## config.mk

```make
export PLATFORM = sky130hd
export DESIGN_NAME = rank_addr_decoder
export DESIGN_NICKNAME = d
export VERILOG_FILES = /design/src/rtl/rdec_pkg.sv /design/src/rtl/rdec_cfg_regs.sv /design/src/rtl/rdec_bound_sel.sv /design/src/rtl/rdec_match.sv /design/src/rtl/rank_addr_decoder.sv
export SDC_FILE = /design/constraint.sdc
export NUM_CORES = 1
export LEC_CHECK = 0
export BUFFER_PORTS_ARGS = -buffer_cell sky130_fd_sc_hd__buf_2
export CORE_ASPECT_RATIO = 1.75
export CORE_MARGIN = 3
export CORE_UTILIZATION = 55
export DETAILED_ROUTE_END_ITERATION = 10
export GPL_ROUTABILITY_DRIVEN = 0
export PLACE_DENSITY = 0.79
export SLEW_MARGIN = 40
export SYNTH_ARGS = -nofsm -noshare
export SYNTH_HDL_FRONTEND = slang
export SYNTH_SLANG_ARGS = --single-unit
```

## constraint.sdc

```tcl
create_clock -name clk -period 3 [get_ports clk]
set_clock_uncertainty 0.1 [all_clocks]
set_input_delay 0.15 -clock clk [delete_from_list [all_inputs] [get_ports clk]]
set_output_delay 0.15 -clock clk [all_outputs]
set_load 0.01 [all_outputs]
```

## src/rtl/rdec_pkg.sv

```systemverilog
package rdec_pkg;

  // Page-size field of the even rank in a pair
  function automatic logic [2:0] attr_even(input logic [7:0] a);
    return a[2:0];
  endfunction

  // Page-size field of the odd rank in a pair
  function automatic logic [2:0] attr_odd(input logic [7:0] a);
    return a[6:4];
  endfunction

  // Two attribute registers agree when both fields agree; reserved bits are ignored
  function automatic logic attr_pair_eq(input logic [7:0] a, input logic [7:0] b);
    return (attr_even(a) == attr_even(b)) && (attr_odd(a) == attr_odd(b));
  endfunction

endpackage

```

## src/rtl/rdec_cfg_regs.sv

```systemverilog
module rdec_cfg_regs
  import rdec_pkg::*;
#(
  parameter int BND_W = 8,
  parameter int RPC   = 4,
  parameter int SEL_W = 4
) (
  input  logic                          clk,
  input  logic                          rst_n,
  input  logic                          cfg_we,
  input  logic [SEL_W-1:0]              cfg_sel,
  input  logic [BND_W-1:0]              cfg_wdata,
  output logic [2*RPC-1:0][BND_W-1:0]   bnd_q,
  output logic [RPC-1:0][7:0]           atr_q,
  output logic                          il
);
  localparam int NRANK = 2 * RPC;
  localparam int NATR  = RPC;      // RPC/2 pair registers per channel
  localparam int HALF  = RPC / 2;

  logic bnd_same;
  logic atr_same;

  always_ff @(posedge clk or negedge rst_n) begin
    if (!rst_n) begin
      bnd_q <= '0;
      atr_q <= '0;
    end else if (cfg_we) begin
      for (int k = 0; k < NRANK; k++)
        if (cfg_sel == SEL_W'(k)) bnd_q[k] <= cfg_wdata;
      for (int a = 0; a < NATR; a++)
        if (cfg_sel == SEL_W'(NRANK + a)) atr_q[a] <= cfg_wdata[7:0];
    end
  end

  always_comb begin
    bnd_same = 1'b1;
    for (int k = 0; k < RPC; k++)
      if (bnd_q[k] != bnd_q[k+RPC]) bnd_same = 1'b0;
  end

  always_comb begin
    atr_same = 1'b1;
    for (int a = 0; a < HALF; a++)
      if (!attr_pair_eq(atr_q[a], atr_q[a+HALF])) atr_same = 1'b0;
  end

  assign il = bnd_same && atr_same;

  // loading a channel 0 rank 0 boundary unlike its channel 1 partner ends interleaving
  p_bnd_mismatch_r4: assert property (@(posedge clk) disable iff (!rst_n)
    (cfg_we && cfg_sel == SEL_W'(0) && cfg_wdata != bnd_q[RPC]) |=> !il);

  // writes to unused selects leave every register unchanged
  p_rsvd_sel_r2: assert property (@(posedge clk) disable iff (!rst_n)
    (cfg_we && cfg_sel >= SEL_W'(NRANK + NATR)) |=> ($stable(bnd_q) && $stable(atr_q)));

endmodule

```

## src/rtl/rdec_bound_sel.sv

```systemverilog
module rdec_bound_sel #(
  parameter int BND_W = 8,
  parameter int RPC   = 4
) (
  input  logic [2*RPC-1:0][BND_W-1:0] bnd_q,
  input  logic                        il,
  output logic [2*RPC-1:0][BND_W:0]   eff,
  output logic [2*RPC-1:0]            en
);
  localparam int NRANK = 2 * RPC;

  // Boundary in grain units, doubled when the channels interleave
  function automatic logic [BND_W:0] scale(input logic [BND_W-1:0] b, input logic dbl);
    return dbl ? {b, 1'b0} : {1'b0, b};
  endfunction

  for (genvar k = 0; k < NRANK; k++) begin : g_rank
    if (k < RPC) begin : g_ch0
      assign eff[k] = scale(bnd_q[k], il);
      assign en[k]  = 1'b1;
    end else begin : g_ch1
      assign eff[k] = il ? '0 : scale(bnd_q[k], 1'b0);
      assign en[k]  = !il;
    end
  end

endmodule

```

## src/rtl/rdec_match.sv

```systemverilog
module rdec_match #(
  parameter int CMP_W = 9,
  parameter int EB_W  = 9,
  parameter int NRANK = 8,
  parameter int IDX_W = 3
) (
  input  logic                        clk,
  input  logic                        rst_n,
  input  logic [CMP_W-1:0]            unit,
  input  logic [NRANK-1:0][EB_W-1:0]  eff,
  input  logic [NRANK-1:0]            en,
  output logic [NRANK-1:0]            match,
  output logic                        hit,
  output logic [IDX_W-1:0]            idx
);
  logic [NRANK-1:0][CMP_W-1:0] lo;
  logic [NRANK-1:0][CMP_W-1:0] hi;

  for (genvar k = 0; k < NRANK; k++) begin : g_cmp
    if (k == 0) begin : g_first
      assign lo[k] = '0;
    end else begin : g_next
      assign lo[k] = CMP_W'(eff[k-1]);
      // a rank with no span never reports a match
      p_empty_rank_r7: assert property (@(posedge clk) disable iff (!rst_n)
        (eff[k] == eff[k-1]) |-> !match[k]);
    end
    assign hi[k]    = CMP_W'(eff[k]);
    assign match[k] = en[k] && (unit >= lo[k]) && (unit < hi[k]);
  end

  // Lowest matching rank wins
  always_comb begin
    hit = |match;
    idx = '0;
    for (int k = NRANK - 1; k >= 0; k--)
      if (match[k]) idx = IDX_W'(k);
  end

endmodule

```

## src/rtl/rank_addr_decoder.sv

```systemverilog
module rank_addr_decoder #(
  parameter int ADDR_W   = 34,
  parameter int GRAIN_SH = 25,
  parameter int BND_W    = 8,
  parameter int RPC      = 4
) (
  input  logic                       clk,
  input  logic                       rst_n,
  input  logic                       cfg_we,
  input  logic [$clog2(3*RPC)-1:0]   cfg_sel,
  input  logic [BND_W-1:0]           cfg_wdata,
  input  logic [ADDR_W-1:0]          addr,
  output logic [$clog2(2*RPC)-1:0]   rank_idx,
  output logic                       rank_hit,
  output logic                       interleaved
);
  localparam int NRANK  = 2 * RPC;
  localparam int SEL_W  = $clog2(3 * RPC);
  localparam int IDX_W  = $clog2(NRANK);
  localparam int UNIT_W = ADDR_W - GRAIN_SH;
  localparam int EB_W   = BND_W + 1;
  localparam int CMP_W  = (UNIT_W > EB_W) ? UNIT_W : EB_W;

  logic [NRANK-1:0][BND_W-1:0] bnd_w;
  logic [RPC-1:0][7:0]         atr_w;
  logic                        il_w;
  logic [NRANK-1:0][EB_W-1:0]  eff_w;
  logic [NRANK-1:0]            en_w;
  logic [NRANK-1:0]            match_w;
  logic                        hit_c;
  logic [IDX_W-1:0]            idx_c;
  logic [CMP_W-1:0]            unit_c;
  logic                        addr_unused_lo;

  assign unit_c         = CMP_W'(addr[ADDR_W-1:GRAIN_SH]);
  assign addr_unused_lo = ^addr[GRAIN_SH-1:0];

  rdec_cfg_regs #(.BND_W(BND_W), .RPC(RPC), .SEL_W(SEL_W)) u_cfg (
    .clk(clk), .rst_n(rst_n), .cfg_we(cfg_we), .cfg_sel(cfg_sel),
    .cfg_wdata(cfg_wdata), .bnd_q(bnd_w), .atr_q(atr_w), .il(il_w)
  );

  rdec_bound_sel #(.BND_W(BND_W), .RPC(RPC)) u_bsel (
    .bnd_q(bnd_w), .il(il_w), .eff(eff_w), .en(en_w)
  );

  rdec_match #(.CMP_W(CMP_W), .EB_W(EB_W), .NRANK(NRANK), .IDX_W(IDX_W)) u_match (
    .clk(clk), .rst_n(rst_n), .unit(unit_c), .eff(eff_w), .en(en_w),
    .match(match_w), .hit(hit_c), .idx(idx_c)
  );

  always_ff @(posedge clk or negedge rst_n) begin
    if (!rst_n) begin
      rank_hit <= 1'b0;
      rank_idx <= '0;
    end else begin
      rank_hit <= hit_c;
      rank_idx <= idx_c;
    end
  end

  assign interleaved = il_w;

  // a miss always reports rank zero
  p_miss_idx_zero_r8: assert property (@(posedge clk) disable iff (!rst_n)
    !rank_hit |-> (rank_idx == '0));

  // channel 1 ranks stay silent while interleaved
  p_ch1_dark_r6: assert property (@(posedge clk) disable iff (!rst_n)
    interleaved |-> (match_w[NRANK-1:RPC] == '0));

endmodule

```

==> results.ini <==
[synthesis]
synth_top_family_by_area=multiplexers
synth_top_cells_by_area=dfrtp_1 (39%), ha_1 (14%), mux2_2 (12%)
synth_top_area_cell=dfrtp_1
synth_compound_area_frac=0.0735
yosys_register_bits=92
synth_top_cell_area_share=0.387
syn-instance-count=529
synth_mux_area_frac=0.213
synth-seq-area-share=0.387
ys_warn_count=0
syn_avg_cell_area_um2=11.3
synth_top_flop_cell=dfrtp_1
synth_simple_gate_area_frac=0.106
synth_enable_flop_cells=0
yosys.cell_types.count=51
syn-cell-area_um2=5960
synthAdderAreaFrac=0.141
async_flop_share=1.00
synthesis.nets=645
synth_xor_area_frac=0.0647

[final_layout]
areaGrowthSynthToFinish_pct=29.4
drive_gt1_frac=0.402
layout.cells.non_filler=788
diodes=0
stdcell_area_um2=7700
nets=773

[drt]
drcViolationCount=0
ant_nets=0
drtIter0Drc=453
vias=5188
wirelength_um=20000
via_per_inst=6.58
drt-pass1-iter-count=5
wl_per_cell_um=25.3

[power_and_ir_drop]
total_power_w=0.00504
swShare=0.360
intPower_w=0.00322
switching_power_w=0.00182
max-vdd-ir-drop_mv=0.472
pwr-share-clk=0.216
power_density_nw_per_um2=654
comb_power_share=0.435
p_seq_frac=0.350
p_leak_nw=3.64

[place]
dp_hpwl_um=13000
place_area_um2=6950
dp_cells=764
place_ws_ns=-0.488
portBuffers=28

[timing]
layout_setup_ws_ns=-0.663
tightest_slew_ns=0.616
setup_viol=4
maxSlewViolCount=0
hold_viol=0
relSlewSlack=0.588
period_share=1.22
timing.hold.ws_ns=0.0892
fmax_mhz=273
layout_min_cycle_time_ns=3.66
rsz0062_at_grt=yes

[clock_tree]
ctsRootBufferMaster=clkbuf_16
cts_buffers=9
cts_buffer_depth=2
htree_levels=3
tritoncts=done
insertion_delay_ns=0.35
clk_pin_slew_ns=0.07
cts_num_sinks=92

[floorplan]
core_um2=10400
die_x_um=84.7
ios=54
die_area_um2=12200
rows=49
fp.dieH_um=144
start_util=0.571

[setup_path]
end_kind=flip-flop
crit_fanout=9
crit_chain=xnor2_2 > nand4_1 > nor4_2 > buf_4 > nand3_4 > buf_12 > buf_12 > nand2_1 > ha_1 > a211oi_1 > o21ai_2 > a31oi_2 > buf_4 > a21o_1 > a31oi_1 > o21ai_1
arrival_ns=3.84
max_stage_delay_ns=0.42
r2r-start=u_cfg.bnd_q[58]
cpMaxStageDelayCell=dfrtp_1
crit_type=reg -> reg
cp-startpoint=u_cfg.bnd_q[58]
critPathLaunchType=flip-flop
cp.buffers_inverters=4
cp_top_family=compound AO/OA/AOI/OAI gates
required_ns=3.18

[run]
maxCapViolations=0

[global_route]
grt_pass1_wl_um=31600
grt_pass1_vias=5838
overflow=0
grt_max_degree=51
antenna_found_initial=0
grt.total_usage=0.346

[status]
status=finished, violations left
violations=setup timing

[min_path]
hold_path_class=in -> reg
min_from=cfg_wdata[7]

==> cells by family (layout without fill, tap and decap cells) <==
| family | Yosys count | after routing |
|---|---|---|
| DFF | 92 | 92 |
| xor gates and xnor gates | 44 | 44 |
| muxes | 116 | 116 |
| adders and majority gates | 67 | 67 |
| buffers and inverters | 21 | 153 |
| and+or+nand+nor | 124 | 124 |
| AOI/OAI and AO/OA | 65 | 65 |
==> synth_stat cells (2+ instances only) <==
cell	count
nor2_1	14
o21ai_0	10
mux2_1	25
ha_1	67
a21oi_1	15
a31oi_1	3
buf_2	3
nand2b_1	5
mux2i_1	28
nand3_1	5
o21a_1	2
nor4_1	3
o211ai_1	2
o21ai_1	5
inv_1	4
nand4_1	18
and2_1	8
nor3_1	8
xnor2_1	44
clkbuf_1	11
a21o_1	2
o31ai_1	2
or2_2	3
nand2_1	43
dfrtp_1	92
mux2_2	63
or3_1	2
a211oi_1	8
nand3b_1	8
nor2b_1	5
==> timing repair <==
action	in CTS	in global routing
hold endpoints to repair	42	0
hold buffers	1	0
resized for setup	52	14
cloned	2	0
endpoints found under the setup margin	4	4
buffers inserted	5	2
pin swaps	28	12
==> cell usage in the layout (no fill, tap or decap), types with 3 or more instances in the layout <==
master,synthesis,routed
clkbuf_16,0,9
nand2_2,0,6
buf_12,0,5
nand2_1,43,36
mux2i_1,28,27
ha_4,0,6
dfrtp_1,92,92
a21oi_1,15,14
and2_1,8,6
nand3_1,5,3
mux2_1,25,25
inv_1,4,4
o21ai_0,10,6
o21ai_1,5,7
buf_6,1,3
a211oi_1,8,5
nor3_1,8,6
nor2b_1,5,4
nand3b_1,8,8
xnor2_1,44,33
buf_4,0,93
buf_2,3,27
nand4_1,18,18
ha_1,67,60
mux2_2,63,63
xnor2_2,0,11
nor2_1,14,12
nand2b_1,5,5
a211oi_2,0,3
==> worst register-to-register path, cell delays in order, from the launching register on <==
cell	delay, ns
dfrtp_1	0.42
xnor2_2	0.27
nand4_1	0.20
nor4_2	0.29
buf_4	0.18
nand3_4	0.12
buf_12	0.19
buf_12	0.14
nand2_1	0.08
ha_1	0.26
a211oi_1	0.37
o21ai_2	0.14
a31oi_2	0.30
buf_4	0.17
a21o_1	0.10
a31oi_1	0.09
o21ai_1	0.16
==> final timing paths <==
path,slack [ns],end,cells after the start
max,-0.66,rank_idx[0],16
min,0.09,u_cfg.bnd_q[31],2
max reg2reg,-0.66,rank_idx[0],16
min reg2reg,0.41,u_cfg.atr_q[22],1
max in group asynchronous,1.84,u_cfg.atr_q[8],3
min in group asynchronous,0.23,u_cfg.bnd_q[39],2
==> registers in the layout, summed over array words and instances (netlist names) <==
signal	count
u_cfg.bnd_q	64
u_cfg.atr_q	24
rank_idx	3
rank_hit	1
==> per-stage QoR <==
stage	utilization	TNS, ns
2_1_floorplan	-	0
3_3_place_gp	0.667	-1.75
3_5_place_dp	0.667	-1.83
4_1_cts	0.734	-1.43
5_1_grt	0.739	-2.92
6_report	0.739	-2.51
==> power by group through the flow <==
stage	clock, W	sequential [W]	combinational (W)
floorplan	0	0.00176	0.000982
CTS	0.00109	0.00175	0.00200
global placement	0	0.00173	0.00177
detailed placement	0	0.00175	0.00185
finish	0.00109	0.00176	0.00219
global route	0.00116	0.00180	0.00234
==> metal layers <==
metal / track usage / vias up / wire (µm) / share of wire
met1: 0.363 / 2505 / 6630 / 0.33
met4: 0.288 / 0 / 2130 / 0.11
met2: 0.587 / 316 / 9960 / 0.50
met3: 0.0717 / 161 / 1250 / 0.063
met5: 0 / - / 0 / 0
li1: - / 2206 / - / -
==> final cells by class <==
type                            instances  area (µm²)
Multi-Input combinational cell        416        3890
Fill cell                             656        2720
Sequential cell                        92        2300
Timing Repair Buffer                  133        1060
Clock buffer                           11         243
Tap cell                              127         159
Clock inverter                          4        32.5
Inverter                                5        18.8
Power figures use the tool's default switching activity.
